**config.mk**
```make
export PLATFORM = sky130hd
export DESIGN_NAME = bit_selfcheck
export DESIGN_NICKNAME = d
export VERILOG_FILES = /design/src/rtl/bsc_pkg.sv /design/src/rtl/bsc_phase_ctrl.sv /design/src/rtl/bsc_capture.sv /design/src/rtl/bsc_judge.sv /design/src/rtl/bit_selfcheck.sv
export SDC_FILE = /design/constraint.sdc
export NUM_CORES = 1
export LEC_CHECK = 0
export ABC_CLOCK_PERIOD_IN_PS = 3290
export CORE_UTILIZATION = 50
export CTS_BUF_LIST = sky130_fd_sc_hd__clkbuf_4
export DETAILED_ROUTE_END_ITERATION = 8
export PLACE_DENSITY = 0.71
export SLEW_MARGIN = 30
export SYNTH_ARGS = -nofsm -noshare
export SYNTH_HDL_FRONTEND = slang
export SYNTH_SLANG_ARGS = --single-unit
```
**constraint.sdc**
```tcl
create_clock -name clk -period 3.29 [get_ports clk]
set_input_delay 0.329 -clock clk [delete_from_list [all_inputs] [get_ports clk]]
set_output_delay 0.329 -clock clk [all_outputs]
set_load 0.02 [all_outputs]
```
**src/rtl/bsc_pkg.sv**
```systemverilog
package bsc_pkg;
    localparam int NPH   = 4;
    localparam int SYM_W = 2;
    localparam int VEC_W = NPH * SYM_W;
    localparam int PH_W  = $clog2(NPH);
    localparam int CLS_W = 3;

    typedef enum logic [SYM_W-1:0] {
        SYM_PASS = 2'b00,
        SYM_FAIL = 2'b01,
        SYM_ERR  = 2'b10,
        SYM_RSV  = 2'b11
    } sym_e;

    typedef enum logic [CLS_W-1:0] {
        CL_NONE      = 3'd0,
        CL_ALL_OK    = 3'd1,
        CL_SYS_FAULT = 3'd2,
        CL_BIT_FAIL  = 3'd3,
        CL_AMBIG     = 3'd4,
        CL_IMPOSS    = 3'd5,
        CL_UNKNOWN   = 3'd6
    } class_e;

    typedef enum logic [2:0] {
        ST_IDLE,
        ST_QUIET,
        ST_GOOD,
        ST_BAD,
        ST_LIVE,
        ST_JUDGE
    } state_e;

    function automatic logic [VEC_W-1:0] pack4(sym_e p0, sym_e p1, sym_e p2, sym_e p3);
        return {p3, p2, p1, p0};
    endfunction
endpackage

```
**src/rtl/bsc_phase_ctrl.sv**
```systemverilog
module bsc_phase_ctrl
    import bsc_pkg::*;
#(
    parameter int LEN_W = 8
) (
    input  logic                clk,
    input  logic                rst_n,
    input  logic                start_i,
    input  logic [LEN_W-1:0]    len_i,
    output logic [PH_W-1:0]     phase_o,
    output logic                load_o,
    output logic                clear_o,
    output logic                judge_o
);
    state_e             state_q, state_d;
    logic [LEN_W-1:0]   cnt_q;
    logic [LEN_W-1:0]   len_q;
    logic               in_phase;
    logic               last;
    logic               accept;

    assign in_phase = (state_q == ST_QUIET) || (state_q == ST_GOOD) ||
                      (state_q == ST_BAD)   || (state_q == ST_LIVE);
    assign last     = in_phase && (cnt_q == len_q - LEN_W'(1));
    assign accept   = (state_q == ST_IDLE) && start_i;

    always_comb begin
        state_d = state_q;
        unique case (state_q)
            ST_IDLE:  if (start_i) state_d = ST_QUIET;
            ST_QUIET: if (last)    state_d = ST_GOOD;
            ST_GOOD:  if (last)    state_d = ST_BAD;
            ST_BAD:   if (last)    state_d = ST_LIVE;
            ST_LIVE:  if (last)    state_d = ST_JUDGE;
            ST_JUDGE:              state_d = ST_IDLE;
            default:               state_d = ST_IDLE;
        endcase
    end

    always_ff @(posedge clk or negedge rst_n) begin
        if (!rst_n) begin
            state_q <= ST_IDLE;
            cnt_q   <= '0;
            len_q   <= LEN_W'(1);
        end else begin
            state_q <= state_d;
            if (accept) begin
                cnt_q <= '0;
                len_q <= (len_i == '0) ? LEN_W'(1) : len_i;
            end else if (last) begin
                cnt_q <= '0;
            end else if (in_phase) begin
                cnt_q <= cnt_q + LEN_W'(1);
            end
        end
    end

    always_comb begin
        phase_o = '0;
        unique case (state_q)
            ST_QUIET: phase_o = PH_W'(0);
            ST_GOOD:  phase_o = PH_W'(1);
            ST_BAD:   phase_o = PH_W'(2);
            ST_LIVE:  phase_o = PH_W'(3);
            default:  phase_o = '0;
        endcase
        load_o  = last;
        clear_o = accept;
        judge_o = (state_q == ST_JUDGE);
    end

    // fixed phase order
    a_r1_quiet_to_good: assert property (@(posedge clk) disable iff (!rst_n)
        (state_q == ST_QUIET && last) |=> state_q == ST_GOOD);
    a_r1_bad_to_live: assert property (@(posedge clk) disable iff (!rst_n)
        (state_q == ST_BAD && last) |=> state_q == ST_LIVE);
    a_r1_live_to_judge: assert property (@(posedge clk) disable iff (!rst_n)
        (state_q == ST_LIVE && last) |=> state_q == ST_JUDGE);
    // no phase change before its last cycle
    a_r2_hold_in_phase: assert property (@(posedge clk) disable iff (!rst_n)
        (in_phase && !last) |=> $stable(state_q));
    // start while busy never restarts the sequence
    a_r9_no_restart: assert property (@(posedge clk) disable iff (!rst_n)
        (start_i && state_q != ST_IDLE) |=> !(state_q == ST_QUIET && cnt_q == '0));
endmodule

```
**src/rtl/bsc_capture.sv**
```systemverilog
module bsc_capture
    import bsc_pkg::*;
(
    input  logic                clk,
    input  logic                rst_n,
    input  logic                clear_i,
    input  logic                load_i,
    input  logic [PH_W-1:0]     slot_i,
    input  logic                fail_i,
    input  logic                err_i,
    output logic [VEC_W-1:0]    vec_o
);
    sym_e sym_now;
    sym_e slot_q [NPH];

    always_comb begin
        if (err_i)       sym_now = SYM_ERR;
        else if (fail_i) sym_now = SYM_FAIL;
        else             sym_now = SYM_PASS;
    end

    for (genvar k = 0; k < NPH; k++) begin : g_slot
        always_ff @(posedge clk or negedge rst_n) begin
            if (!rst_n)
                slot_q[k] <= SYM_PASS;
            else if (clear_i)
                slot_q[k] <= SYM_PASS;
            else if (load_i && slot_i == PH_W'(k))
                slot_q[k] <= sym_now;
        end
        assign vec_o[k*SYM_W +: SYM_W] = slot_q[k];

        // error flag has priority over fault flag
        a_r3_err_wins: assert property (@(posedge clk) disable iff (!rst_n)
            (load_i && !clear_i && err_i && slot_i == PH_W'(k)) |=> slot_q[k] == SYM_ERR);
        // lone fault flag gives the fault code
        a_r3_fail_code: assert property (@(posedge clk) disable iff (!rst_n)
            (load_i && !clear_i && fail_i && !err_i && slot_i == PH_W'(k)) |=> slot_q[k] == SYM_FAIL);
    end
endmodule

```
**src/rtl/bsc_judge.sv**
```systemverilog
module bsc_judge
    import bsc_pkg::*;
(
    input  logic                clk,
    input  logic                rst_n,
    input  logic                clear_i,
    input  logic                judge_i,
    input  logic [VEC_W-1:0]    vec_i,
    output logic [CLS_W-1:0]    class_o,
    output logic                done_o
);
    class_e cls_d;
    class_e class_q;
    logic   done_q;

    always_comb begin
        if (vec_i == pack4(SYM_PASS, SYM_PASS, SYM_FAIL, SYM_PASS))
            cls_d = CL_ALL_OK;
        else if (vec_i == pack4(SYM_PASS, SYM_PASS, SYM_FAIL, SYM_FAIL))
            cls_d = CL_SYS_FAULT;
        else if (vec_i == pack4(SYM_PASS, SYM_PASS, SYM_PASS, SYM_PASS) ||
                 vec_i == pack4(SYM_ERR,  SYM_ERR,  SYM_ERR,  SYM_ERR)  ||
                 vec_i == pack4(SYM_PASS, SYM_FAIL, SYM_FAIL, SYM_FAIL))
            cls_d = CL_BIT_FAIL;
        else if (vec_i == pack4(SYM_PASS, SYM_ERR, SYM_ERR, SYM_ERR))
            cls_d = CL_AMBIG;
        else if (vec_i == pack4(SYM_PASS, SYM_PASS, SYM_PASS, SYM_FAIL))
            cls_d = CL_IMPOSS;
        else
            cls_d = CL_UNKNOWN;
    end

    always_ff @(posedge clk or negedge rst_n) begin
        if (!rst_n) begin
            class_q <= CL_NONE;
            done_q  <= 1'b0;
        end else if (clear_i) begin
            class_q <= CL_NONE;
            done_q  <= 1'b0;
        end else if (judge_i) begin
            class_q <= cls_d;
            done_q  <= 1'b1;
        end else begin
            done_q  <= 1'b0;
        end
    end

    assign class_o = class_q;
    assign done_o  = done_q;

    // done never lasts two cycles
    a_r8_done_pulse: assert property (@(posedge clk) disable iff (!rst_n)
        done_q |=> !done_q);
    // verdict changes only on start or judgement
    a_r10_class_hold: assert property (@(posedge clk) disable iff (!rst_n)
        (!clear_i && !judge_i) |=> $stable(class_q));
    // healthy pattern gives verdict 1
    a_r4_all_ok: assert property (@(posedge clk) disable iff (!rst_n)
        (judge_i && vec_i == pack4(SYM_PASS, SYM_PASS, SYM_FAIL, SYM_PASS)) |=> class_q == CL_ALL_OK);
    // impossible pattern gives verdict 5
    a_r6_impossible: assert property (@(posedge clk) disable iff (!rst_n)
        (judge_i && vec_i == pack4(SYM_PASS, SYM_PASS, SYM_PASS, SYM_FAIL)) |=> class_q == CL_IMPOSS);
endmodule

```
**src/rtl/bit_selfcheck.sv**
```systemverilog
module bit_selfcheck
    import bsc_pkg::*;
#(
    parameter int LEN_W = 8
) (
    input  logic                clk,
    input  logic                rst_n,
    input  logic                start_i,
    input  logic [LEN_W-1:0]    phase_len_i,
    input  logic                cmp_fail_i,
    input  logic                cmp_err_i,
    output logic [PH_W-1:0]     stim_sel_o,
    output logic [VEC_W-1:0]    result_vec_o,
    output logic [CLS_W-1:0]    verdict_o,
    output logic                done_o
);
    logic [PH_W-1:0] phase;
    logic            load;
    logic            clear;
    logic            judge;

    bsc_phase_ctrl #(.LEN_W(LEN_W)) u_ctrl (
        .clk     (clk),
        .rst_n   (rst_n),
        .start_i (start_i),
        .len_i   (phase_len_i),
        .phase_o (phase),
        .load_o  (load),
        .clear_o (clear),
        .judge_o (judge)
    );

    bsc_capture u_cap (
        .clk     (clk),
        .rst_n   (rst_n),
        .clear_i (clear),
        .load_i  (load),
        .slot_i  (phase),
        .fail_i  (cmp_fail_i),
        .err_i   (cmp_err_i),
        .vec_o   (result_vec_o)
    );

    bsc_judge u_judge (
        .clk     (clk),
        .rst_n   (rst_n),
        .clear_i (clear),
        .judge_i (judge),
        .vec_i   (result_vec_o),
        .class_o (verdict_o),
        .done_o  (done_o)
    );

    assign stim_sel_o = phase;

    // no stimulus while the verdict is being reported
    a_r1_idle_none: assert property (@(posedge clk) disable iff (!rst_n)
        done_o |-> stim_sel_o == '0);
endmodule

```
==> metrics.txt, run 1 <==
Seq/Total Area, Yosys=0.4245; # hold bufs at CTS=0; synth top area cells=dfrtp_1 (41%), nand2_1 (7.6%), mux2i_1 (3.8%); # diodes=0; unrepaired setup endpoints after global routing=no; Leakage=0.0009103 µW; GR Util All Layers=0.2365; peak supply drop=between 0.3 and 0.4 mV; Initial Util=0.5359; Synth Net Count=around 220; H-tree depth=2; Setup TNS=0 ns; peak fanout along the critical path=11; share of cells above drive strength 1=0.08120; post-CTS sizing=0; clock slew at reported path FFs=0.09 ns; # rows=21; EDFF count, synth=0; area delta synth->final=19.28%; PD cells=around 860 mW/mm²; period utilization=0.8498; most common cell in the synthesized netlist=nand2_1; syn avg cell area=8.886 µm²; post-synthesis cell area=0.001831 mm²; outcome=finished clean; first-pass GRT wire length=between 7000 and 8000 µm; final setup vio count=0; worst-skew pair later-pin latency=0.34 ns; Post-DP HPWL=3045 µm; clk buf depth=2; total congestion overflow=0; final WL=just over 4000 µm; critical path data arrival time=3.06 ns; fillcell total=between 200 and 300; clk_skew=0.007566 ns; Hold WS=0.3796 ns; CP required=~3.6 ns; startpoint types=flop; Async S/R FF share, synth=1.000; Top-Level Pins=27; postcts setup bufs=0; Synth area leader=dfrtp_1; r2r setup slk=between 0.4 and 0.5 ns; Synth Instances=~210; TritonCTS clock tree=built; DIE AREA=0.003907 mm²; Hold Path Class=in2async; routed wire length per instance=14.84 µm; fin. max-slew vios=0; die width=~63 µm; DR vias/cell=5.746; actual slew at the worst max-slew pin=a little under 0.6 ns; iteration-0 DRC count of the detailed router=101; post-layout util=0.6392; drt pass-1 iters=4; Synth cell types=52; Max Fclk=357.7 MHz; post-route total power=approximately 1900 µW; Tmin final=2.796 ns; Max Cap Viol=0; CP Class=reg2reg; Final Wtd Congestion=about 0.8; NumNets Final=between 200 and 250; crit end category=flop; #FFs+latches synth=31; reg-to-reg critical path endpoint=u_cap.vec_o[0]; PortBufs=26; top-area cell type share of the netlist area=0.4101; core area=0.003416 mm²; clock sink total=31; Routed Antenna Nets=0; total number of vias=1609; initial antenna violation count=0; Root Buffer=clkbuf_4; ys flop type=dfrtp_1; Commonest cells post-synth=nand2_1 (37), dfrtp_1 (30), nor2_1 (15); Synthesis Warnings=0; Worst R2R Path Depth=9; Residual DRC=0; clock buffer count from CTS=5; Slew HR=0.6092; Final Hold Fails=0; largest net degree at the start of global routing=32; r2r startpoint=u_ctrl.len_q[1]; vias in the first global route=1547; Die Y=62.51 µm
## placed cells by master (no fill, tap or decap), types with 2 or more instances in the layout
cell type and count:
a311o_1 2, and3b_1 2, and2_1 2, o21ai_1 6, clkbuf_4 6, xnor2_1 7, a21oi_1 9, nand3b_1 5
a31oi_1 2, nand2_1 37, nor2b_1 2, nor4_1 4, dfrtp_1 30, nand3_1 8, nor2_1 15, clkdlybuf4s50_1 26
mux2i_1 7, o21ai_0 9, a32o_1 2, nand4_1 2, ha_1 2, buf_4 2, nor3_1 3, xor2_1 4
nand2b_1 3, inv_1 9, clkinv_1 2, and3_1 2
## power by group
| group | internal, µW | switching, µW | total [µW] |
|---|---|---|---|
| Sequential | 520 | 203 | 724 |
| Combinational | 436 | 497 | 932 |
| Clock | 87.2 | 131 | 218 |
## sequential cells by signal, summed over array words and instances, names as in the netlist
register	cells
u_ctrl.cnt_q	8
u_judge.done_o	1
u_judge.class_o	3
u_ctrl.state_q	3
u_ctrl.len_q	8
u_cap.vec_o	8
## per-stage QoR
step | cells | worst slack, ns | cell area, µm²
2_1_floorplan | 206 | 0.7499 | 1831
3_3_place_gp | 272 | 0.6268 | 2131
3_5_place_dp | 272 | 0.5372 | 2131
4_1_cts | 280 | 0.4954 | 2183
5_1_grt | 280 | 0.2814 | 2183
6_report | 280 | 0.4943 | 2183
## worst max path at each step
stage                         start        endpoint  cells past startpoint
finish              u_ctrl.len_q[1]  u_cap.vec_o[0]                      9
global route        u_ctrl.len_q[1]  u_cap.vec_o[0]                      9
CTS                 u_ctrl.len_q[1]  u_cap.vec_o[0]                      9
detailed placement  u_ctrl.len_q[1]  u_cap.vec_o[0]                      9
global placement    u_ctrl.len_q[0]  u_cap.vec_o[0]                      8
floorplan           u_ctrl.len_q[0]  u_cap.vec_o[3]                      8
## critical path: stages (launching register included)
cell	delay, ns
dfrtp_1	0.43
inv_1	0.10
ha_1	0.25
and2b_1	0.22
a31oi_1	0.10
or4_4	0.53
nor4_4	0.34
nand2_2	0.23
nor3b_2	0.30
mux2i_1	0.21
## layout make-up
| cell class | instances | area [µm²] | area share |
|---|---|---|---|
| clock inverters | 2 | 7.507 | 0.003438 |
| flip-flops and latches | 31 | 777.0 | 0.3559 |
| repair buffers | 28 | 275.3 | 0.1261 |
| inverters | 9 | 33.78 | 0.01547 |
| multi-input cells | 158 | 987.2 | 0.4521 |
| well taps | 46 | 57.56 | 0.02636 |
| clock buffers | 6 | 45.04 | 0.02063 |
## routing by layer
layer / global-route usage / vias up / share of wire
met2: 0.4117 / 44 / 0.50
li1: - / 778 / -
met5: 0 / - / 0
met3: 0.03285 / 7 / 0.037
met4: 0.1134 / 0 / 0.021
met1: 0.2866 / 780 / 0.44
## kinds of logic (layout without fill, tap and decap cells)
logic type               after synthesis  after routing  share of synthesized area
AND/OR/NAND/NOR                       96             96                     0.2775
XOR/XNOR                              11             11                    0.05263
AO/OA/AOI/OAI                         41             41                     0.1476
buffers and inverters                 17             45                    0.03964
multiplexers                           8              8                    0.04443
adder cells (fa/ha/maj)                2              2                    0.01367
flip-flops                            31             31                     0.4245
Note: power is estimated with default switching activity, not from simulation.
==> run 2, diff against run 1 <==
ABC_CLOCK_PERIOD_IN_PS = 2500   (was 3290)
PLACE_DENSITY = 0.74   (was 0.71)
clock period = 2.5 ns   (was 3.29 ns; I/O delays follow)
==> run 2 against run 1 <==
Compared with the run above:
- count of clock-buffer cells in the layout fell by 1
- worst hold slack got worse by 0.092 ns
- cell count rose by 4.6%
- clock power rose by 74%
- sequential share of layout area fell by 2.8 points
- total power rose by 50%
- sequential cell count did not move
- largest power group unchanged
==> metrics.txt, run 2 (synthesis results as in run 1) <==
Final Hold Fails=0 (unchanged); Routed Antenna Nets=0 (unchanged); fin. max-slew vios=0 (unchanged); startpoint types=flop; clock buffer count from CTS=5 (unchanged); area delta synth->final=29.53%; DIE AREA=0.003907 mm² (unchanged); actual slew at the worst max-slew pin=0.4370 ns (-0.1474 ns); first-pass GRT wire length=7341 µm (+1.9%); period utilization=0.9956 (+0.1459); unrepaired setup endpoints after global routing=yes; critical path data arrival time=2.74 ns (-0.32 ns); outcome=finished clean; DR vias/cell=5.587 (-2.8%); TritonCTS clock tree=built; Slowest-stage cell, CP=or4_4; clock slew at reported path FFs=0.10 ns (about the same); most common cell after layout, fill and taps aside=nand2_1; # rows=21 (unchanged); clk_skew=0.01380 ns (+0.006230 ns); GR Util All Layers=0.2422 (+0.005725); die width=62.51 µm (unchanged); PortBufs=26 (unchanged); Max Cap Viol=0 (unchanged); total number of vias=1637 (+1.7%); CP Class=reg2reg; final setup vio count=0 (unchanged); clk buf depth=2 (unchanged); # hold bufs at CTS=0 (unchanged); Tmin final=2.489 ns (-0.3066 ns); most frequent cells in the layout=nand2_1 (36), dfrtp_1 (30), clkdlybuf4s50_1 (26); iteration-0 DRC count of the detailed router=102 (+0.99%); WP buf/inv=2 (+1); peak supply drop=0.7286 mV (+94%); CP required=2.75 ns (-0.81 ns); peak fanout along the critical path=5 (-6); CP top delay family=simple AND/OR/NAND/NOR gates; placed cell area=0.002165 mm² (+1.6%); routed wire length per instance=14.57 µm (-1.8%); Top-Level Pins=27 (unchanged); Initial Util=0.5359 (unchanged); largest net degree at the start of global routing=32 (unchanged); CP Cell Sequence=buf_4, nor3_4, a31oi_1, or4_4, nor4_4, nand2_4, buf_6, nor2_4, mux2i_1; H-tree depth=2 (unchanged); Post-DP HPWL=3074 µm (+0.95%); NumNets Final=261 (+5.2%); Max Fclk=401.8 MHz (+12%); post-route insts no fill=293 (+4.6%); Hold Path Class=in2async; final WL=4269 µm (+2.7%); initial antenna violation count=0 (unchanged); worst-skew pair later-pin latency=0.34 ns (about the same); placed instance count=277 (+1.8%); post-route total power=2806 µW (+50%); Slew HR=0.7060 (+0.09679); core area=0.003416 mm² (unchanged); Die Y=62.51 µm (unchanged); post-route cell area=0.002371 mm² (+8.6%); PD cells=1183 mW/mm² (+38%); clock sink total=31 (unchanged); total congestion overflow=0 (unchanged); Leakage=0.001000 µW (+9.9%); Residual DRC=0 (unchanged); share of cells above drive strength 1=0.1660 (+0.08480); # diodes=0 (unchanged); Root Buffer=clkbuf_4; slowest stage delay, CP=0.56 ns (+0.03 ns); Final Wtd Congestion=0.8053 (-2.1%); crit end category=flop; drt pass-1 iters=4 (unchanged); vias in the first global route=1610 (+4.1%)
-- run 2: changes by cell type in the layout (fill, tap and decap cells not counted), sizes merged --
cell | before | now
bufinv | 0 | 1
clkbuf | 6 | 5
buf | 2 | 15
-- run 2: path summary, 6_finish.rpt --
| kind | from | endpoint | slack [ns] | cells past startpoint |
|---|---|---|---|---|
| worst max-delay path | u_ctrl.len_q[1] | u_cap.vec_o[6] | 0.01 | 9 |
| worst min-delay path | rst_n | u_ctrl.cnt_q[1] | 0.29 | 2 |
| worst max register to register | u_ctrl.len_q[1] | u_cap.vec_o[6] | 0.01 | 9 |
| worst min register to register | u_judge.class_o[1] | u_judge.class_o[1] | 0.49 | 2 |
| max in group asynchronous | rst_n | u_ctrl.len_q[0] | 1.90 | 2 |
| min in group clk | phase_len_i[5] | u_ctrl.len_q[5] | 0.48 | 3 |
-- run 2: layout make-up --
cell class              instances  area, µm²
flip-flops and latches         31      777.0
well taps                      46      57.56
repair buffers                 41      380.4
clock inverters                 3      38.79
fillers                       261       1045
multi-input cells             158       1046
inverters                       9      33.78
clock buffers                   5      37.54
-- run 2: repair_timing --
item,4_1_cts,5_1_grt
hold endpoints to repair,0,0
pin swaps,0,7
setup endpoints to repair,2,15
gates resized for setup,1,17
cloned,0,0
buffers inserted,0,8
-- run 2: report_power, final --
part           internal, µW  total (µW)  leakage [µW]  switching [µW]
registers               684         948      0.000402             264
logic                   726        1480      0.000556             752
clock network           206         380     0.0000426             174
total                  1620        2810       0.00100            1190
-- run 2: per-stage QoR --
step | utilization | TNS [ns] | setup WS (ns) | hold WS, ns
2_1_floorplan | - | 0 | 0.03049 | -0.04559
3_3_place_gp | 0.6337 | 0 | 0.05850 | 0.4661
3_5_place_dp | 0.6337 | 0 | 0.009880 | 0.4839
4_1_cts | 0.6579 | 0 | 0.01072 | 0.3071
5_1_grt | 0.6941 | -0.9708 | -0.08916 | 0.3219
6_report | 0.6941 | 0 | 0.01091 | 0.2873
-- run 2: metal layers --
metal | vias to the layer above | share of wire | track usage
met5 | - | 0 | 0
li1 | 811 | - | -
met3 | 7 | 0.031 | 0.05474
met2 | 29 | 0.49 | 0.3981
met1 | 790 | 0.47 | 0.3140
met4 | 0 | 0.014 | 0.08140
-- run 2: worst reg2reg max path, cell delays in order (launching register included) --
cell	delay (ns)
dfrtp_1	0.42
buf_4	0.16
nor3_4	0.21
a31oi_1	0.12
or4_4	0.56
nor4_4	0.36
nand2_4	0.12
buf_6	0.15
nor2_4	0.13
mux2i_1	0.19
